$ cat config.mk
export PLATFORM = sky130hd
export DESIGN_NAME = ser_reg_port
export DESIGN_NICKNAME = d
export VERILOG_FILES = /design/src/rtl/srp_pkg.sv /design/src/rtl/srp_shift.sv /design/src/rtl/srp_decode.sv /design/src/rtl/srp_regs.sv /design/src/rtl/ser_reg_port.sv
export SDC_FILE = /design/constraint.sdc
export NUM_CORES = 1
export LEC_CHECK = 0
export ABC_CLOCK_PERIOD_IN_PS = 2400
export BUFFER_PORTS_ARGS = -buffer_cell sky130_fd_sc_hd__buf_2
export CELL_PAD_IN_SITES_DETAIL_PLACEMENT = 1
export CELL_PAD_IN_SITES_GLOBAL_PLACEMENT = 1
export CORE_MARGIN = 2
export CORE_UTILIZATION = 40
export CTS_CLUSTER_SIZE = 10
export DETAILED_ROUTE_END_ITERATION = 6
export PLACE_DENSITY = 0.78
export SLEW_MARGIN = 20
export SYNTH_ARGS = -nofsm -noshare
export SYNTH_HDL_FRONTEND = slang
export SYNTH_HIERARCHICAL = 1
export SYNTH_SLANG_ARGS = --single-unit
$ cat constraint.sdc
create_clock -name clk -period 2.4 [get_ports clk]
set_input_delay 0.12 -clock clk [delete_from_list [all_inputs] [get_ports clk]]
set_output_delay 0.12 -clock clk [all_outputs]
set_load 0.1 [all_outputs]
$ cat src/rtl/srp_pkg.sv
package srp_pkg;

    localparam int WORD_W    = 16;
    localparam int ADDR_W    = 4;
    localparam int DATA_W    = 8;
    localparam int NUM_DIG   = 8;
    localparam int NUM_CTRL  = 6;
    localparam int DIG_IW    = $clog2(NUM_DIG);
    localparam int CTRL_IW   = $clog2(NUM_CTRL);

    localparam logic [ADDR_W-1:0] ADDR_NOP  = 4'h0;
    localparam logic [ADDR_W-1:0] ADDR_FEAT = 4'hE;

    // feature bit positions
    localparam int FB_EXTCLK = 0;
    localparam int FB_REGRES = 1;
    localparam int FB_HEX    = 2;
    localparam int FB_UNUSED = 3;
    localparam int FB_BLINK  = 4;
    localparam int FB_SLOW   = 5;
    localparam int FB_SYNC   = 6;
    localparam int FB_START  = 7;

    // bits kept when the feature register is written
    localparam logic [DATA_W-1:0] FEAT_KEEP =
        ~((DATA_W'(1) << FB_REGRES) | (DATA_W'(1) << FB_UNUSED));

    typedef struct packed {
        logic [ADDR_W-1:0] addr;
        logic [DATA_W-1:0] data;
    } cmd_t;

    function automatic logic [ADDR_W-1:0] ctrl_addr(input int idx);
        if (idx < 5) return ADDR_W'(9 + idx);
        return 4'hF;
    endfunction

    function automatic logic [DATA_W-1:0] ctrl_default(input int idx);
        if (idx == 2) return 8'h07;
        return 8'h00;
    endfunction

endpackage

$ cat src/rtl/srp_shift.sv
module srp_shift
    import srp_pkg::*;
(
    input  logic clk,
    input  logic rst_n,
    input  logic sclk_i,
    input  logic sdin_i,
    input  logic load_i,
    output logic sdout_o,
    output cmd_t cmd_o,
    output logic latch_o
);

    typedef struct packed {
        logic [WORD_W-1:0] sr;
        logic              sclk_prev;
        logic              load_prev;
    } shift_st_t;

    shift_st_t st_d, st_q;
    logic      shift_pulse;

    always_comb begin
        st_d          = st_q;
        shift_pulse   = sclk_i & ~st_q.sclk_prev;
        latch_o       = load_i & ~st_q.load_prev;
        st_d.sclk_prev = sclk_i;
        st_d.load_prev = load_i;
        if (shift_pulse)
            st_d.sr = {st_q.sr[WORD_W-2:0], sdin_i};
    end

    always_ff @(posedge clk) begin
        if (!rst_n) begin
            st_q <= '0;
        end else begin
            st_q <= st_d;
        end
    end

    assign sdout_o = st_q.sr[WORD_W-1];
    assign cmd_o   = st_q.sr[ADDR_W+DATA_W-1:0];

    assert_shift_in_R2: assert property (@(posedge clk) disable iff (!rst_n)
        shift_pulse |=> st_q.sr[0] == $past(sdin_i));

    assert_sdout_hold_R2: assert property (@(posedge clk) disable iff (!rst_n)
        !shift_pulse |=> $stable(sdout_o));

endmodule

$ cat src/rtl/srp_decode.sv
module srp_decode
    import srp_pkg::*;
(
    input  cmd_t               cmd_i,
    output logic               is_nop_o,
    output logic               is_digit_o,
    output logic               is_ctrl_o,
    output logic               is_feat_o,
    output logic [DIG_IW-1:0]  dig_idx_o,
    output logic [CTRL_IW-1:0] ctrl_idx_o
);

    logic [NUM_CTRL-1:0] ctrl_hit;
    logic [ADDR_W-1:0]   addr_m1;

    for (genvar g = 0; g < NUM_CTRL; g++) begin : g_ctrl_match
        assign ctrl_hit[g] = (cmd_i.addr == ctrl_addr(g));
    end

    always_comb begin
        addr_m1    = cmd_i.addr - ADDR_W'(1);
        is_nop_o   = (cmd_i.addr == ADDR_NOP);
        is_feat_o  = (cmd_i.addr == ADDR_FEAT);
        is_digit_o = (int'(cmd_i.addr) >= 1) && (int'(cmd_i.addr) <= NUM_DIG);
        dig_idx_o  = addr_m1[DIG_IW-1:0];
        is_ctrl_o  = |ctrl_hit;
        ctrl_idx_o = '0;
        for (int i = 0; i < NUM_CTRL; i++) begin
            if (ctrl_hit[i]) ctrl_idx_o = CTRL_IW'(i);
        end
    end

endmodule

$ cat src/rtl/srp_regs.sv
module srp_regs
    import srp_pkg::*;
(
    input  logic                             clk,
    input  logic                             rst_n,
    input  logic                             latch_i,
    input  logic                             is_nop_i,
    input  logic                             is_digit_i,
    input  logic                             is_ctrl_i,
    input  logic                             is_feat_i,
    input  logic [DIG_IW-1:0]                dig_idx_i,
    input  logic [CTRL_IW-1:0]               ctrl_idx_i,
    input  logic [DATA_W-1:0]                data_i,
    output logic [NUM_DIG-1:0][DATA_W-1:0]   dig_o,
    output logic [NUM_CTRL-1:0][DATA_W-1:0]  ctl_o,
    output logic [DATA_W-1:0]                feat_o
);

    typedef struct packed {
        logic [NUM_DIG-1:0][DATA_W-1:0]  dig;
        logic [NUM_CTRL-1:0][DATA_W-1:0] ctl;
        logic [DATA_W-1:0]               feat;
    } regs_st_t;

    function automatic logic [NUM_CTRL-1:0][DATA_W-1:0] ctl_defaults();
        logic [NUM_CTRL-1:0][DATA_W-1:0] v;
        for (int i = 0; i < NUM_CTRL; i++) v[i] = ctrl_default(i);
        return v;
    endfunction

    localparam logic [NUM_CTRL-1:0][DATA_W-1:0] CTL_DEF = ctl_defaults();

    regs_st_t rg_d, rg_q;

    always_comb begin
        rg_d = rg_q;
        if (latch_i) begin
            if (is_digit_i) begin
                rg_d.dig[dig_idx_i] = data_i;
            end else if (is_ctrl_i) begin
                rg_d.ctl[ctrl_idx_i] = data_i;
            end else if (is_feat_i) begin
                rg_d.feat = data_i & FEAT_KEEP;
                if (data_i[FB_REGRES]) rg_d.ctl = CTL_DEF;
            end
        end
    end

    always_ff @(posedge clk) begin
        if (!rst_n) begin
            rg_q.dig  <= '0;
            rg_q.ctl  <= CTL_DEF;
            rg_q.feat <= '0;
        end else begin
            rg_q <= rg_d;
        end
    end

    assign dig_o  = rg_q.dig;
    assign ctl_o  = rg_q.ctl;
    assign feat_o = rg_q.feat;

    assert_nop_no_change_R5: assert property (@(posedge clk) disable iff (!rst_n)
        (latch_i && is_nop_i) |=> ($stable(rg_q.dig) && $stable(rg_q.ctl) && $stable(rg_q.feat)));

    assert_feat_fixed_bits_R7: assert property (@(posedge clk) disable iff (!rst_n)
        (rg_q.feat[FB_UNUSED] == 1'b0) && (rg_q.feat[FB_REGRES] == 1'b0));

    assert_regres_digits_kept_R8: assert property (@(posedge clk) disable iff (!rst_n)
        (latch_i && is_feat_i && data_i[FB_REGRES]) |=> ($stable(rg_q.dig) && rg_q.ctl == CTL_DEF));

endmodule

$ cat src/rtl/ser_reg_port.sv
module ser_reg_port
    import srp_pkg::*;
(
    input  logic        clk,
    input  logic        rst_n,
    input  logic        sclk_i,
    input  logic        sdin_i,
    input  logic        load_i,
    output logic        sdout_o,
    output logic [63:0] digits_o,
    output logic [47:0] ctrl_o,
    output logic [7:0]  feature_o,
    output logic        ext_clk_en_o,
    output logic        hex_decode_o,
    output logic        blink_en_o,
    output logic        blink_slow_o,
    output logic        blink_sync_o,
    output logic        blink_start_on_o
);

    cmd_t                             cmd;
    logic                             latch;
    logic                             is_nop, is_digit, is_ctrl, is_feat;
    logic [DIG_IW-1:0]                dig_idx;
    logic [CTRL_IW-1:0]               ctrl_idx;
    logic [NUM_DIG-1:0][DATA_W-1:0]   dig;
    logic [NUM_CTRL-1:0][DATA_W-1:0]  ctl;
    logic [DATA_W-1:0]                feat;

    srp_shift u_shift (
        .clk     (clk),
        .rst_n   (rst_n),
        .sclk_i  (sclk_i),
        .sdin_i  (sdin_i),
        .load_i  (load_i),
        .sdout_o (sdout_o),
        .cmd_o   (cmd),
        .latch_o (latch)
    );

    srp_decode u_dec (
        .cmd_i      (cmd),
        .is_nop_o   (is_nop),
        .is_digit_o (is_digit),
        .is_ctrl_o  (is_ctrl),
        .is_feat_o  (is_feat),
        .dig_idx_o  (dig_idx),
        .ctrl_idx_o (ctrl_idx)
    );

    srp_regs u_regs (
        .clk        (clk),
        .rst_n      (rst_n),
        .latch_i    (latch),
        .is_nop_i   (is_nop),
        .is_digit_i (is_digit),
        .is_ctrl_i  (is_ctrl),
        .is_feat_i  (is_feat),
        .dig_idx_i  (dig_idx),
        .ctrl_idx_i (ctrl_idx),
        .data_i     (cmd.data),
        .dig_o      (dig),
        .ctl_o      (ctl),
        .feat_o     (feat)
    );

    assign digits_o         = dig;
    assign ctrl_o           = ctl;
    assign feature_o        = feat;
    assign ext_clk_en_o     = feat[FB_EXTCLK];
    assign hex_decode_o     = feat[FB_HEX];
    assign blink_en_o       = feat[FB_BLINK];
    assign blink_slow_o     = feat[FB_SLOW];
    assign blink_sync_o     = feat[FB_SYNC];
    assign blink_start_on_o = feat[FB_START];

    assert_decode_onehot_R3: assert property (@(posedge clk) disable iff (!rst_n)
        $onehot0({is_nop, is_digit, is_ctrl, is_feat}));

    assert_latch_writes_digit_R3: assert property (@(posedge clk) disable iff (!rst_n)
        (latch && is_digit) |=> (digits_o[8*$past(dig_idx) +: 8] == $past(cmd.data)));

endmodule

==> results.json <==
{
  "gp_congestion": 0.890,
  "start_util_pct": 41.4,
  "whs_ns": 0.140,
  "rsz0062_at_grt": "true",
  "area_growth_pct": 23.8,
  "antenna_left": 0,
  "fillCellCount": 1593,
  "path_class": "flop to flop",
  "crit_chain": "ha_1 -> nor2_2 -> nand3_1 -> a21oi_2 -> buf_4 -> or3b_4 -> a211oi_4 -> o22ai_1",
  "hold_violations": 0,
  "grt_pass1_vias": 5193,
  "syn_inst": 624,
  "place_ws_ns": 0.113,
  "maxCapViolations": 0,
  "tightest_slew_ns": 0.783,
  "wire_per_inst_um": 19.2,
  "power_frac_seq_pct": 44.4,
  "final_max_slew_viol_count": 0,
  "die_x_um": 122,
  "final_common_cell": "dfxtp_1",
  "die-area_sq_um": 14800,
  "root_buffer": "clkbuf_16",
  "cts_tree": "built",
  "combPwrFrac_pct": 2.1,
  "diodes": 0,
  "p_clk_share_pct": 53.4,
  "multiInputGateArea_sq_um": 2380,
  "p_sw_uw": 1040,
  "avgSynthCellArea_sq_um": 8.86,
  "antenna_found_initial": 0,
  "fin_skew_ns": 0.0116,
  "p_sw_share_pct": 20.3,
  "hold_path_class": "input port to flop",
  "firstDrtPassIters": 5,
  "mostFrequentLayoutCells": "dfxtp_1, buf_2, nand3_1, a21oi_1, nand2_1",
  "drive_gt1_share_pct": 28.2,
  "ios": 132,
  "worstHoldPathCells": 3,
  "clkSlewWorstSetupHoldPaths_ns": 0.06,
  "cts_max_level": 4,
  "max_freq_mhz": 434,
  "drt-initial-drc-count": 351,
  "cp_top_family": "compound AO/OA/AOI/OAI gates",
  "port_buffers": 129,
  "relSlewSlack_pct": 47.8,
  "insertion_delay_ns": 0.42,
  "vias_per_cell": 5.62,
  "fp-row-count": 42,
  "synth_area_sq_um": 5530,
  "period_needed_ns": 2.30,
  "grt_use_total_pct": 23.9,
  "placed_area_sq_um": 6160,
  "vias": 5138,
  "grt_max_degree": 72,
  "setup_viol": 0,
  "rr_worst_depth": 8,
  "final_design_area_no_fill_sq_um": 6850,
  "power_density_nw_per_um2": 744,
  "slowest_stage": "a211oi_4",
  "outcome": "completed",
  "core_sq_um": 13300,
  "cell_internal_pwr_uw": 4060,
  "regArea_sq_um": 2720,
  "num-nets-final": 735,
  "cp.depth": 8,
  "cts.sink_count": 136,
  "postCtsSetupBuffers": 0,
  "finalCritPeriodShare_pct": 96.0,
  "cts_made_buffers": 17,
  "setup_slack_ns": 0.0967,
  "die_h_um": 122,
  "numPlacedInstances": 879,
  "overflow": 0,
  "grt_pass1_wl_um": 27500,
  "critPathMaxFanout": 10,
  "wl_um": 17500,
  "cp.buffers_inverters": 1,
  "stdcell_count": 914,
  "dp_hpwl_um": 11500,
  "critPathLaunchType": "flop",
  "cp.required_ns": 2.68,
  "p_leak_uw": 0.00278,
  "cts_buffer_depth": 2,
  "peakVddDrop_mv": 0.431,
  "drc": 0,
  "arrival_ns": 2.58,
  "yosys_warnings": 6,
  "cp-end-kind": "flop",
  "critPathMaxStageDelay_ns": 0.46
}
-- routing by layer --
| metal | wire length (um) | vias to the layer above | share of wire [%] | GRT usage [%] |
|---|---|---|---|---|
| met3 | 963 | 32 | 5.5 | 5.38 |
| met2 | 8550 | 185 | 49 | 39.0 |
| met5 | 0 | - | 0 | 0 |
| li1 | - | 2382 | - | - |
| met1 | 7670 | 2539 | 44 | 30.5 |
| met4 | 335 | 0 | 1.9 | 10.4 |
-- worst paths after layout --
| path | from | end | slack, ns |
|---|---|---|---|
| worst max-delay path | u_shift/cmd_o[8] | u_regs/ctl_o[14] | 0.1 |
| worst min-delay path | rst_n | u_shift/sdout_o | 0.14 |
| worst max register to register | u_shift/cmd_o[8] | u_regs/ctl_o[14] | 0.1 |
| worst min register to register | u_regs/ctl_o[5] | u_regs/ctl_o[5] | 0.46 |
-- worst register-to-register path, delay by kind of cell (launching register included) --
family	cells	cell delay, ns
AOI/OAI and AO/OA	3	0.72
adders and majority gates	1	0.28
buffers and inverters	1	0.17
and+or+nand+nor	3	0.63
DFF	1	0.37
-- final cells by class --
class / count / share of cell area, %
Sequential cell: 136 / 39.8
Multi-Input combinational cell: 405 / 34.8
Timing Repair Buffer: 159 / 12.8
Clock buffer: 26 / 7.44
Tap cell: 176 / 3.22
Clock inverter: 6 / 1.63
Inverter: 6 / 0.329
-- flip-flops by register name, indices dropped and copies added (netlist names) --
name	cells
u_shift/sdout_o	1
u_regs/dig_o	64
u_regs/ctl_o	48
u_shift/cmd_o	12
u_shift/st_q	5
u_regs/feat_o	6
-- power groups by stage --
stage               Sequential [uW]  Clock, uW  Combinational, uW
floorplan                      2310          0               90.8
global placement               2310          0                101
detailed placement             2310          0                104
CTS                            2260       2750                107
global route                   2260       2870                116
finish                         2260       2720                108
-- per-stage QoR --
| stage | util, % | TNS [ns] | total power [uW] |
|---|---|---|---|
| after CTS | 51.0 | 0 | 5120 |
| after global routing | 51.3 | -0.0815 | 5250 |
| final | 51.3 | 0 | 5100 |
| after floorplan | - | 0 | 2400 |
| after global placement | 46.2 | 0 | 2410 |
| after detailed placement | 46.2 | 0 | 2420 |
-- repair_timing --
item	in CTS	in global routing
setup endpoints to repair	0	38
resized for setup	0	10
endpoints found under the hold margin	3	0
hold buffers	3	0
Note: power is estimated with default switching activity, not from simulation.
